File: config.mk
export PLATFORM = sky130hd
export DESIGN_NAME = baud_tick_gen
export DESIGN_NICKNAME = d
export VERILOG_FILES = /design/src/rtl/baud_pkg.sv /design/src/rtl/baud_ctrl_reg.sv /design/src/rtl/baud_prescaler.sv /design/src/rtl/baud_divcounter.sv /design/src/rtl/baud_tick_gen.sv
export SDC_FILE = /design/constraint.sdc
export NUM_CORES = 1
export LEC_CHECK = 0
export ABC_AREA = 1
export BUFFER_PORTS_ARGS = -buffer_cell sky130_fd_sc_hd__buf_2
export CAP_MARGIN = 20
export CELL_PAD_IN_SITES_DETAIL_PLACEMENT = 0
export CELL_PAD_IN_SITES_GLOBAL_PLACEMENT = 1
export CORE_ASPECT_RATIO = 0.5
export CORE_MARGIN = 10
export CORE_UTILIZATION = 38
export CTS_CLUSTER_DIAMETER = 80
export DETAILED_ROUTE_END_ITERATION = 6
export GPL_TIMING_DRIVEN = 1
export PLACE_DENSITY_LB_ADDON = 0.1
export SETUP_SLACK_MARGIN = 0.3
export SLEW_MARGIN = 20
export SYNTH_ARGS = -nofsm -noshare
export SYNTH_HDL_FRONTEND = slang
export SYNTH_SLANG_ARGS = --single-unit
File: constraint.sdc
create_clock -name clk -period 2.4 [get_ports clk]
set_input_delay 0.6 -clock clk [delete_from_list [all_inputs] [get_ports clk]]
set_output_delay 0.6 -clock clk [all_outputs]
set_load 0.02 [all_outputs]
File: src/rtl/baud_pkg.sv
package baud_pkg;

    localparam int REG_W    = 32;
    localparam int CNT_W    = 12;
    localparam int PRE_DIV  = 16;
    localparam int PSEL_BIT = 0;
    localparam int DIV_LSB  = 1;
    localparam int EN_BIT   = 16;

    typedef struct packed {
        logic             en;
        logic             psel;
        logic [CNT_W-1:0] div;
    } baud_cfg_t;

    function automatic baud_cfg_t unpack_cfg(input logic [REG_W-1:0] w);
        baud_cfg_t c;
        c.en   = w[EN_BIT];
        c.psel = w[PSEL_BIT];
        c.div  = w[DIV_LSB +: CNT_W];
        return c;
    endfunction

    function automatic logic [REG_W-1:0] pack_cfg(input baud_cfg_t c);
        logic [REG_W-1:0] w;
        w                  = '0;
        w[EN_BIT]          = c.en;
        w[PSEL_BIT]        = c.psel;
        w[DIV_LSB +: CNT_W] = c.div;
        return w;
    endfunction

endpackage

File: src/rtl/baud_ctrl_reg.sv
module baud_ctrl_reg
    import baud_pkg::*;
(
    input  logic             clk,
    input  logic             rst,
    input  logic             we,
    input  logic [REG_W-1:0] wdata,
    output baud_cfg_t        cfg_q,
    output baud_cfg_t        cfg_w,
    output logic             start,
    output logic             run,
    output logic [REG_W-1:0] rdata
);

    logic en_next;

    assign cfg_w   = unpack_cfg(wdata);
    assign en_next = we ? cfg_w.en : cfg_q.en;
    assign start   = en_next & ~cfg_q.en;
    assign run     = en_next & cfg_q.en;
    assign rdata   = pack_cfg(cfg_q);

    always_ff @(posedge clk) begin
        if (rst)
            cfg_q <= '0;
        else if (we)
            cfg_q <= cfg_w;
    end

    AST_START_ONLY_ON_WRITE: assert property (@(posedge clk) disable iff (rst)
        start |-> we) else $error("start without write");

    AST_WRITE_LANDS: assert property (@(posedge clk) disable iff (rst)
        we |=> rdata == pack_cfg($past(cfg_w))) else $error("write lost");

endmodule

File: src/rtl/baud_prescaler.sv
module baud_prescaler #(
    parameter int PRE_DIV = 16
) (
    input  logic clk,
    input  logic rst,
    input  logic start,
    input  logic start_psel,
    input  logic run,
    input  logic reload,
    input  logic reload_psel,
    output logic step
);

    localparam int PRE_W = (PRE_DIV > 1) ? $clog2(PRE_DIV) : 1;
    localparam logic [PRE_W-1:0] PRE_MAX = PRE_W'(PRE_DIV - 1);

    logic [PRE_W-1:0] pre_q;
    logic             act_psel;

    assign step = run & (~act_psel | (pre_q == '0));

    always_ff @(posedge clk) begin
        if (rst) begin
            pre_q    <= PRE_MAX;
            act_psel <= 1'b0;
        end else if (start) begin
            pre_q    <= PRE_MAX;
            act_psel <= start_psel;
        end else if (run) begin
            if (act_psel)
                pre_q <= (pre_q == '0) ? PRE_MAX : pre_q - 1'b1;
            if (reload)
                act_psel <= reload_psel;
        end
    end

    AST_PRE_WRAPS: assert property (@(posedge clk) disable iff (rst)
        (step && act_psel) |=> pre_q == PRE_MAX) else $error("prescaler wrap");

    AST_PRE_CLEARED: assert property (@(posedge clk) disable iff (rst)
        start |=> pre_q == PRE_MAX) else $error("prescaler not cleared");

endmodule

File: src/rtl/baud_divcounter.sv
module baud_divcounter #(
    parameter int CNT_W = 12
) (
    input  logic             clk,
    input  logic             rst,
    input  logic             start,
    input  logic [CNT_W-1:0] start_div,
    input  logic             run,
    input  logic             step,
    input  logic [CNT_W-1:0] reload_div,
    output logic             at_zero,
    output logic             tick_q
);

    logic [CNT_W-1:0] cnt_q;

    assign at_zero = (cnt_q == '0);

    always_ff @(posedge clk) begin
        if (rst) begin
            cnt_q  <= '0;
            tick_q <= 1'b0;
        end else if (start) begin
            cnt_q  <= start_div;
            tick_q <= 1'b0;
        end else begin
            tick_q <= run & step & at_zero;
            if (run && step)
                cnt_q <= at_zero ? reload_div : cnt_q - 1'b1;
        end
    end

    AST_START_LOADS: assert property (@(posedge clk) disable iff (rst)
        start |=> cnt_q == $past(start_div)) else $error("start load");

    AST_SINGLE_TICK: assert property (@(posedge clk) disable iff (rst)
        (tick_q && !at_zero) |=> !tick_q) else $error("tick too wide");

    AST_HOLD_IDLE: assert property (@(posedge clk) disable iff (rst)
        (!run && !start) |=> $stable(cnt_q)) else $error("counter moved");

endmodule

File: src/rtl/baud_tick_gen.sv
module baud_tick_gen
    import baud_pkg::*;
#(
    parameter int PRE_STEPS = PRE_DIV
) (
    input  logic        clk,
    input  logic        rst,
    input  logic        cfg_we,
    input  logic [31:0] cfg_wdata,
    output logic [31:0] cfg_rdata,
    output logic        tick
);

    baud_cfg_t cfg_q;
    baud_cfg_t cfg_w;
    logic      start;
    logic      run;
    logic      step;
    logic      at_zero;
    logic      reload;

    assign reload = step & at_zero;

    baud_ctrl_reg u_ctrl (
        .clk   (clk),
        .rst   (rst),
        .we    (cfg_we),
        .wdata (cfg_wdata),
        .cfg_q (cfg_q),
        .cfg_w (cfg_w),
        .start (start),
        .run   (run),
        .rdata (cfg_rdata)
    );

    baud_prescaler #(.PRE_DIV(PRE_STEPS)) u_pre (
        .clk         (clk),
        .rst         (rst),
        .start       (start),
        .start_psel  (cfg_w.psel),
        .run         (run),
        .reload      (reload),
        .reload_psel (cfg_q.psel),
        .step        (step)
    );

    baud_divcounter #(.CNT_W(CNT_W)) u_cnt (
        .clk        (clk),
        .rst        (rst),
        .start      (start),
        .start_div  (cfg_w.div),
        .run        (run),
        .step       (step),
        .reload_div (cfg_q.div),
        .at_zero    (at_zero),
        .tick_q     (tick)
    );

    AST_TICK_NEEDS_EN: assert property (@(posedge clk) disable iff (rst)
        tick |-> cfg_rdata[EN_BIT]) else $error("tick while disabled");

    AST_NO_TICK_ON_START: assert property (@(posedge clk) disable iff (rst)
        start |=> !tick) else $error("tick at start");

endmodule

==> impl_metrics.tcl, run 1 <==
set metrics [dict create \
    antenna_found_initial 0 \
    clock_sinks 32 \
    synth_cells 309 \
    gp_congestion 0.832 \
    holdWs_ns 0.478 \
    synth.distinct_cells 31 \
    crit_end "u_cnt.cnt_q[7]$_SDFFE_PP0P_" \
    rows 19 \
    fin_crit_ns 1.75 \
    first_pass_iters 4 \
    drv_cap 0 \
    setup_viol 0 \
    cp_max_fo 11 \
    nFillCells 587 \
    power_density_nw_per_um2 801 \
    die_area_sq_um 9250 \
    startpoint_type "flop" \
    grt-ovfl-total 0 \
    rrSetupSlack_ns 0.65 \
    grt_pass1_vias 1942 \
    htree_levels 2 \
    rsz0062_at_grt "no" \
    maxSlewViolCount 0 \
    drive_gt1_share_pct 27.2 \
    syn_area_per_cell_sq_um 6.96 \
    core-area_sq_um 5490 \
    area_delta_synth_final_pct 12.4 \
    die_h_um 73.2 \
    ys_seq_area_share_pct 29.8 \
    fmax_mhz 570 \
    dp_hpwl_mm 4.35 \
    synth_edf_count 0 \
    routed_wl_mm 5.49 \
    n_antenna_cell 0 \
    critical_path_class "flop to flop" \
    outcome "complete, no violations" \
    rr_worst_depth 8 \
    clk_latency_ns 0.27 \
    ant_nets 0 \
    cts_tree "done" \
    hold_path_class "flop to flop" \
    cp.arrival_ns 1.96 \
    pin_count 68 \
    holdBufCountCts 0 \
    clockBufferDepth 2 \
    start_util_pct 39.2 \
    utilization_pct 44.0 \
    crit_path_start "u_cnt.cnt_q[0]$_SDFFE_PP0P_" \
    clkSlewWorstSetupHoldPaths_ns 0.05 \
    r2r_end "u_cnt.cnt_q[7]$_SDFFE_PP0P_" \
    timing.final.crit_share_pct 73.1 \
    drt-initial-drc-count 117 \
    cts_resized 0 \
    drc 0 \
    chipWidth_um 126 \
    r2r-start "u_cnt.cnt_q[0]$_SDFFE_PP0P_" \
    grt.total_usage_pct 12.1 \
    via_per_inst 4.77 \
    grt_first_pass_wirelength_mm 9.31 \
    crit_path_end_kind "flop" \
    ys.flop_type "dfxtp_1" \
    synth_async_sr_flop_share_pct 0 \
    tns_ns 0 \
    required_ns 2.61 \
    postCtsSetupRepairBufs 0 \
    cts_root_buf "clkbuf_16" \
    num_vias 1959 \
    fin_nets 375 \
    p_leak_nw 1.19 \
    finalHoldViolCount 0 \
    skew_ns 0.00479 \
    portBuffers 31 \
    grt_max_degree 17 \
    peakVddDrop_v 0.000327 \
    yosysWarningCount 0 \
    p_total_mw 1.94 \
    numCtsBuffers 5 \
    ys_seq_elements 32 \
    wire_per_inst_um 13.4 \
    netlist_area_sq_um 2150 \
    min_delay_path_depth 2 \
]
worst max-delay path, stage by stage, from the launching register on:
cell     delay [ns]
dfxtp_1        0.32
inv_1          0.18
ha_1           0.24
nand2_1        0.10
nor2_4         0.20
nand2_2        0.25
nand3_1        0.18
nand3_1        0.08
a21oi_1        0.13
Yosys cell counts, types with 2 or more instances:
| cell | number | area share [%] |
|---|---|---|
| nor2_1 | 30 | 5.2 |
| nand3_1 | 25 | 5.8 |
| ha_1 | 3 | 1.7 |
| nand2_2 | 7 | 2.0 |
| clkinv_1 | 2 | 0.35 |
| dfxtp_1 | 32 | 30 |
| nand3_2 | 14 | 6.5 |
| nand4_1 | 2 | 0.58 |
| nor2_2 | 2 | 0.58 |
| buf_4 | 19 | 6.6 |
| buf_2 | 2 | 0.47 |
| o21ai_0 | 21 | 4.9 |
| clkbuf_1 | 5 | 0.87 |
| o21ai_1 | 3 | 0.70 |
| a21oi_2 | 8 | 3.3 |
| a21oi_1 | 10 | 2.3 |
| nand2_1 | 57 | 9.9 |
| nor2_4 | 7 | 3.7 |
| nand3b_1 | 9 | 3.1 |
| inv_1 | 25 | 4.4 |
| buf_6 | 3 | 1.6 |
| inv_2 | 14 | 2.4 |
layer usage:
metal	vias to the layer above	wire length, um	global-route usage, %
met2	67	2370	19.1
met3	5	363	3.92
met4	0	42	3.01
met1	878	2720	15.7
met5	-	0	0
li1	1009	-	-
registers in the layout, indices dropped and copies added, names as in the netlist:
signal          cells
u_ctrl.cfg_q       14
u_pre.act_psel      1
u_pre.pre_q         4
u_cnt.cnt_q        12
u_cnt.tick_q        1
layout by cell type (no fill, tap or decap), types with 14 or more instances in the layout:
cell type,n
conb_1,18
nor2_1,30
nand3_2,14
o21ai_0,21
nand2_1,57
dfxtp_1,32
buf_2,31
nand3_1,25
inv_1,25
inv_2,14
power breakdown:
group / switching [mW] / total (mW) / internal (mW)
sequential: 0.0452 / 0.622 / 0.577
combinational: 0.456 / 0.686 / 0.230
clock: 0.215 / 0.628 / 0.413
total: 0.717 / 1.94 / 1.22
area by class of cell:
cell class	instances	area [sq um]	area share [%]
multi-input cells	224	1210	50.3
flip-flops and latches	32	641	26.5
clock buffers	8	146	6.06
repair buffers	33	170	7.04
well taps	73	91.3	3.78
inverters	41	154	6.37
cell families after synthesis:
kind of cell,share of synthesized area (%)
fa+ha+maj,1.75
buf+inv,16.7
other cells,0.174
xor+xnor,0.815
flops,29.8
simple gates,38.9
compound gates,11.9
worst min path at each step:
stage	startpoint	end	slack, ns
5_1_grt	u_pre.pre_q[3]$_SDFFE_PP1P_	u_pre.pre_q[3]$_SDFFE_PP1P_	0.53
2_1_floorplan	u_pre.pre_q[1]$_SDFFE_PP1P_	u_pre.pre_q[1]$_SDFFE_PP1P_	0.45
6_report	u_pre.pre_q[1]$_SDFFE_PP1P_	u_pre.pre_q[1]$_SDFFE_PP1P_	0.48
3_5_place_dp	u_pre.pre_q[1]$_SDFFE_PP1P_	u_pre.pre_q[1]$_SDFFE_PP1P_	0.46
4_1_cts	u_pre.pre_q[1]$_SDFFE_PP1P_	u_pre.pre_q[1]$_SDFFE_PP1P_	0.48
3_3_place_gp	u_pre.pre_q[2]$_SDFFE_PP1P_	u_pre.pre_q[2]$_SDFFE_PP1P_	0.46
through the flow:
step,cell area [sq um],worst slack (ns),cells
final,2420,0.645,411
after global routing,2420,0.462,411
after CTS,2420,0.613,411
after detailed placement,2270,0.558,403
after global placement,2270,0.561,403
after floorplan,2210,0.985,326
Power figures use the tool's default switching activity.
==> inputs of run 2 (changes only) <==
- CORE_UTILIZATION: 38 -> 35
- clock period: 2.4 -> 1.7 ns (I/O delays scaled with it)
==> run 2 against run 1 <==
Net effect: wire length is 6.6% higher; global-route usage is 0.12 points higher; design area is 10% higher; utilization is 0.40 points higher; power is 47% higher; clock-buffer cell count is 3 lower; combinational power is 69% higher; fmax is 26% higher; via count is 1.9% higher; flip-flop and latch count stayed put; non-clock buffer count is 17 higher; cell count is 4.4% higher; critical path type unchanged; largest power group unchanged; highest routed layer unchanged.
==> impl_metrics.tcl, run 2 (same netlist as run 1, synthesis figures left out) <==
set metrics [dict create \
    outcome "complete, no violations" \
    finalHoldViolCount 0 \
    die_area_sq_um 9870 \
    reg_top3 "u_ctrl.cfg_q x14, u_cnt.cnt_q x12, u_pre.pre_q x4" \
    multi_input_area_sq_um 1310 \
    clockBufferDepth 2 \
    holdBufCountCts 0 \
    crit_path_end_kind "flop" \
    critical_path_class "flop to flop" \
    dp_hpwl_mm 4.45 \
    grt_pass1_vias 1982 \
    cp.buffers_inverters 3 \
    maxSlewViolCount 0 \
    area_delta_synth_final_pct 24.0 \
    clk_latency_ns 0.28 \
    final_common_cell "nand2_1" \
    wire_per_inst_um 13.6 \
    via_per_inst 4.66 \
    required_ns 1.86 \
    timing.final.crit_share_pct 82.2 \
    p_total_mw 2.85 \
    drt-initial-drc-count 94 \
    largest_register_ffs 14 \
    portBuffers 31 \
    p_leak_nw 1.28 \
    numCtsBuffers 5 \
    start_util_pct 35.8 \
    cts_tree "done" \
    htree_levels 2 \
    chipWidth_um 131 \
    grt_max_degree 17 \
    setup_viol 0 \
    nFillCells 618 \
    cp_top_family "simple AND/OR/NAND/NOR gates" \
    peakVddDrop_v 0.000387 \
    drv_cap 0 \
    n_antenna_cell 0 \
    fin_crit_ns 1.40 \
    drc 0 \
    grt-ovfl-total 0 \
    clock_sinks 32 \
    crit_path_cell_trace "inv_4 -> ha_4 -> inv_2 -> nor2_1 -> nand2_1 -> nor2_4 -> buf_12 -> nand3b_1 -> nand3_2 -> a21oi_2" \
    cp.arrival_ns 1.55 \
    clkSlewWorstSetupHoldPaths_ns 0.05 \
    skew_ns 0.00459 \
    mostFrequentLayoutCells "nand2_1, buf_2, nor2_1, dfxtp_1, nand3_1" \
    slowest_delay_ns 0.33 \
    antenna_found_initial 0 \
    fmax_mhz 716 \
    pin_count 68 \
    num_vias 1997 \
    drive_gt1_share_pct 37.5 \
    tns_ns 0 \
    holdWs_ns 0.387 \
    die_h_um 75.4 \
    core-area_sq_um 6010 \
    cp_max_fo 5 \
    top_register "u_ctrl.cfg_q" \
    first_pass_iters 4 \
    gp_congestion 0.815 \
    hold_path_class "input port to flop" \
    power_density_nw_per_um2 1070 \
    startpoint_type "flop" \
    routed_wl_mm 5.85 \
    grt.total_usage_pct 12.3 \
    dpl_cell_area_sq_um 2310 \
    rsz0062_at_grt "yes" \
    rows 20 \
    design_area_sq_um 2670 \
    ant_nets 0 \
    seq_area_sq_um 647 \
    cts_root_buf "clkbuf_16" \
    grt_first_pass_wirelength_mm 9.53 \
    fin_nets 392 \
    crit_slowest_cell "dfxtp_2" \
]
==> run 2: cell count changes in the layout (fill, tap and decap cells not counted), moves of 3 or more <==
cell | before | now
buf_4 | 2 | 16
dfxtp_1 | 32 | 27
dfxtp_2 | 0 | 5
inv_1 | 25 | 20
inv_2 | 14 | 17
nand2_1 | 57 | 53
o21ai_0 | 21 | 18
==> run 2: layout make-up <==
class	instances	area share, %
inverters	41	6.24
flip-flops and latches	32	24.2
multi-input cells	224	49.0
repair buffers	50	12.2
well taps	77	3.61
clock buffers	5	4.69
==> run 2: worst register-to-register path: stages, from the launching register on <==
cell      delay (ns)
dfxtp_2         0.33
inv_4           0.07
ha_4            0.14
inv_2           0.03
nor2_1          0.07
nand2_1         0.08
nor2_4          0.20
buf_12          0.14
nand3b_1        0.09
nand3_2         0.08
a21oi_2         0.05
==> run 2: through the flow <==
step | setup slack [ns] | instances | utilization, %
floorplan | 0.315 | 326 | -
global placement | 0.0860 | 412 | 38.5
detailed placement | 0.0862 | 412 | 38.5
CTS | 0.281 | 423 | 42.3
global route | 0.200 | 429 | 44.4
finish | 0.303 | 429 | 44.4
==> run 2: power breakdown <==
group	switching, mW	internal [mW]	leakage (nW)
Sequential	0.0675	0.817	0.264
Clock	0.300	0.516	0.0616
Combinational	0.709	0.446	0.957
==> run 2: routing by layer <==
metal	up-vias	GRT usage (%)	wire length [um]
met5	-	0	0
met4	0	3.67	75
met3	7	3.89	329
met2	47	20.4	2510
met1	902	15.0	2940
li1	1041	-	-
==> run 2: what timing repair did <==
action	4_1_cts	5_1_grt
endpoints found under the setup margin	14	14
gates resized for setup	16	24
pin swaps	3	13
setup buffers	6	6
endpoints found under the hold margin	0	0
==> run 2: worst paths after layout <==
kind | start | slack, ns | end | depth (start not counted)
min reg2reg | u_pre.pre_q[0]$_SDFFE_PP1P_ | 0.47 | u_pre.pre_q[0]$_SDFFE_PP1P_ | 2
max | u_cnt.cnt_q[0]$_SDFFE_PP0P_ | 0.30 | u_cnt.cnt_q[8]$_SDFFE_PP0P_ | 10
max reg2reg | u_cnt.cnt_q[0]$_SDFFE_PP0P_ | 0.30 | u_cnt.cnt_q[8]$_SDFFE_PP0P_ | 10
min | cfg_wdata[5] | 0.39 | u_ctrl.cfg_q[4]$_SDFFE_PP0P_ | 3
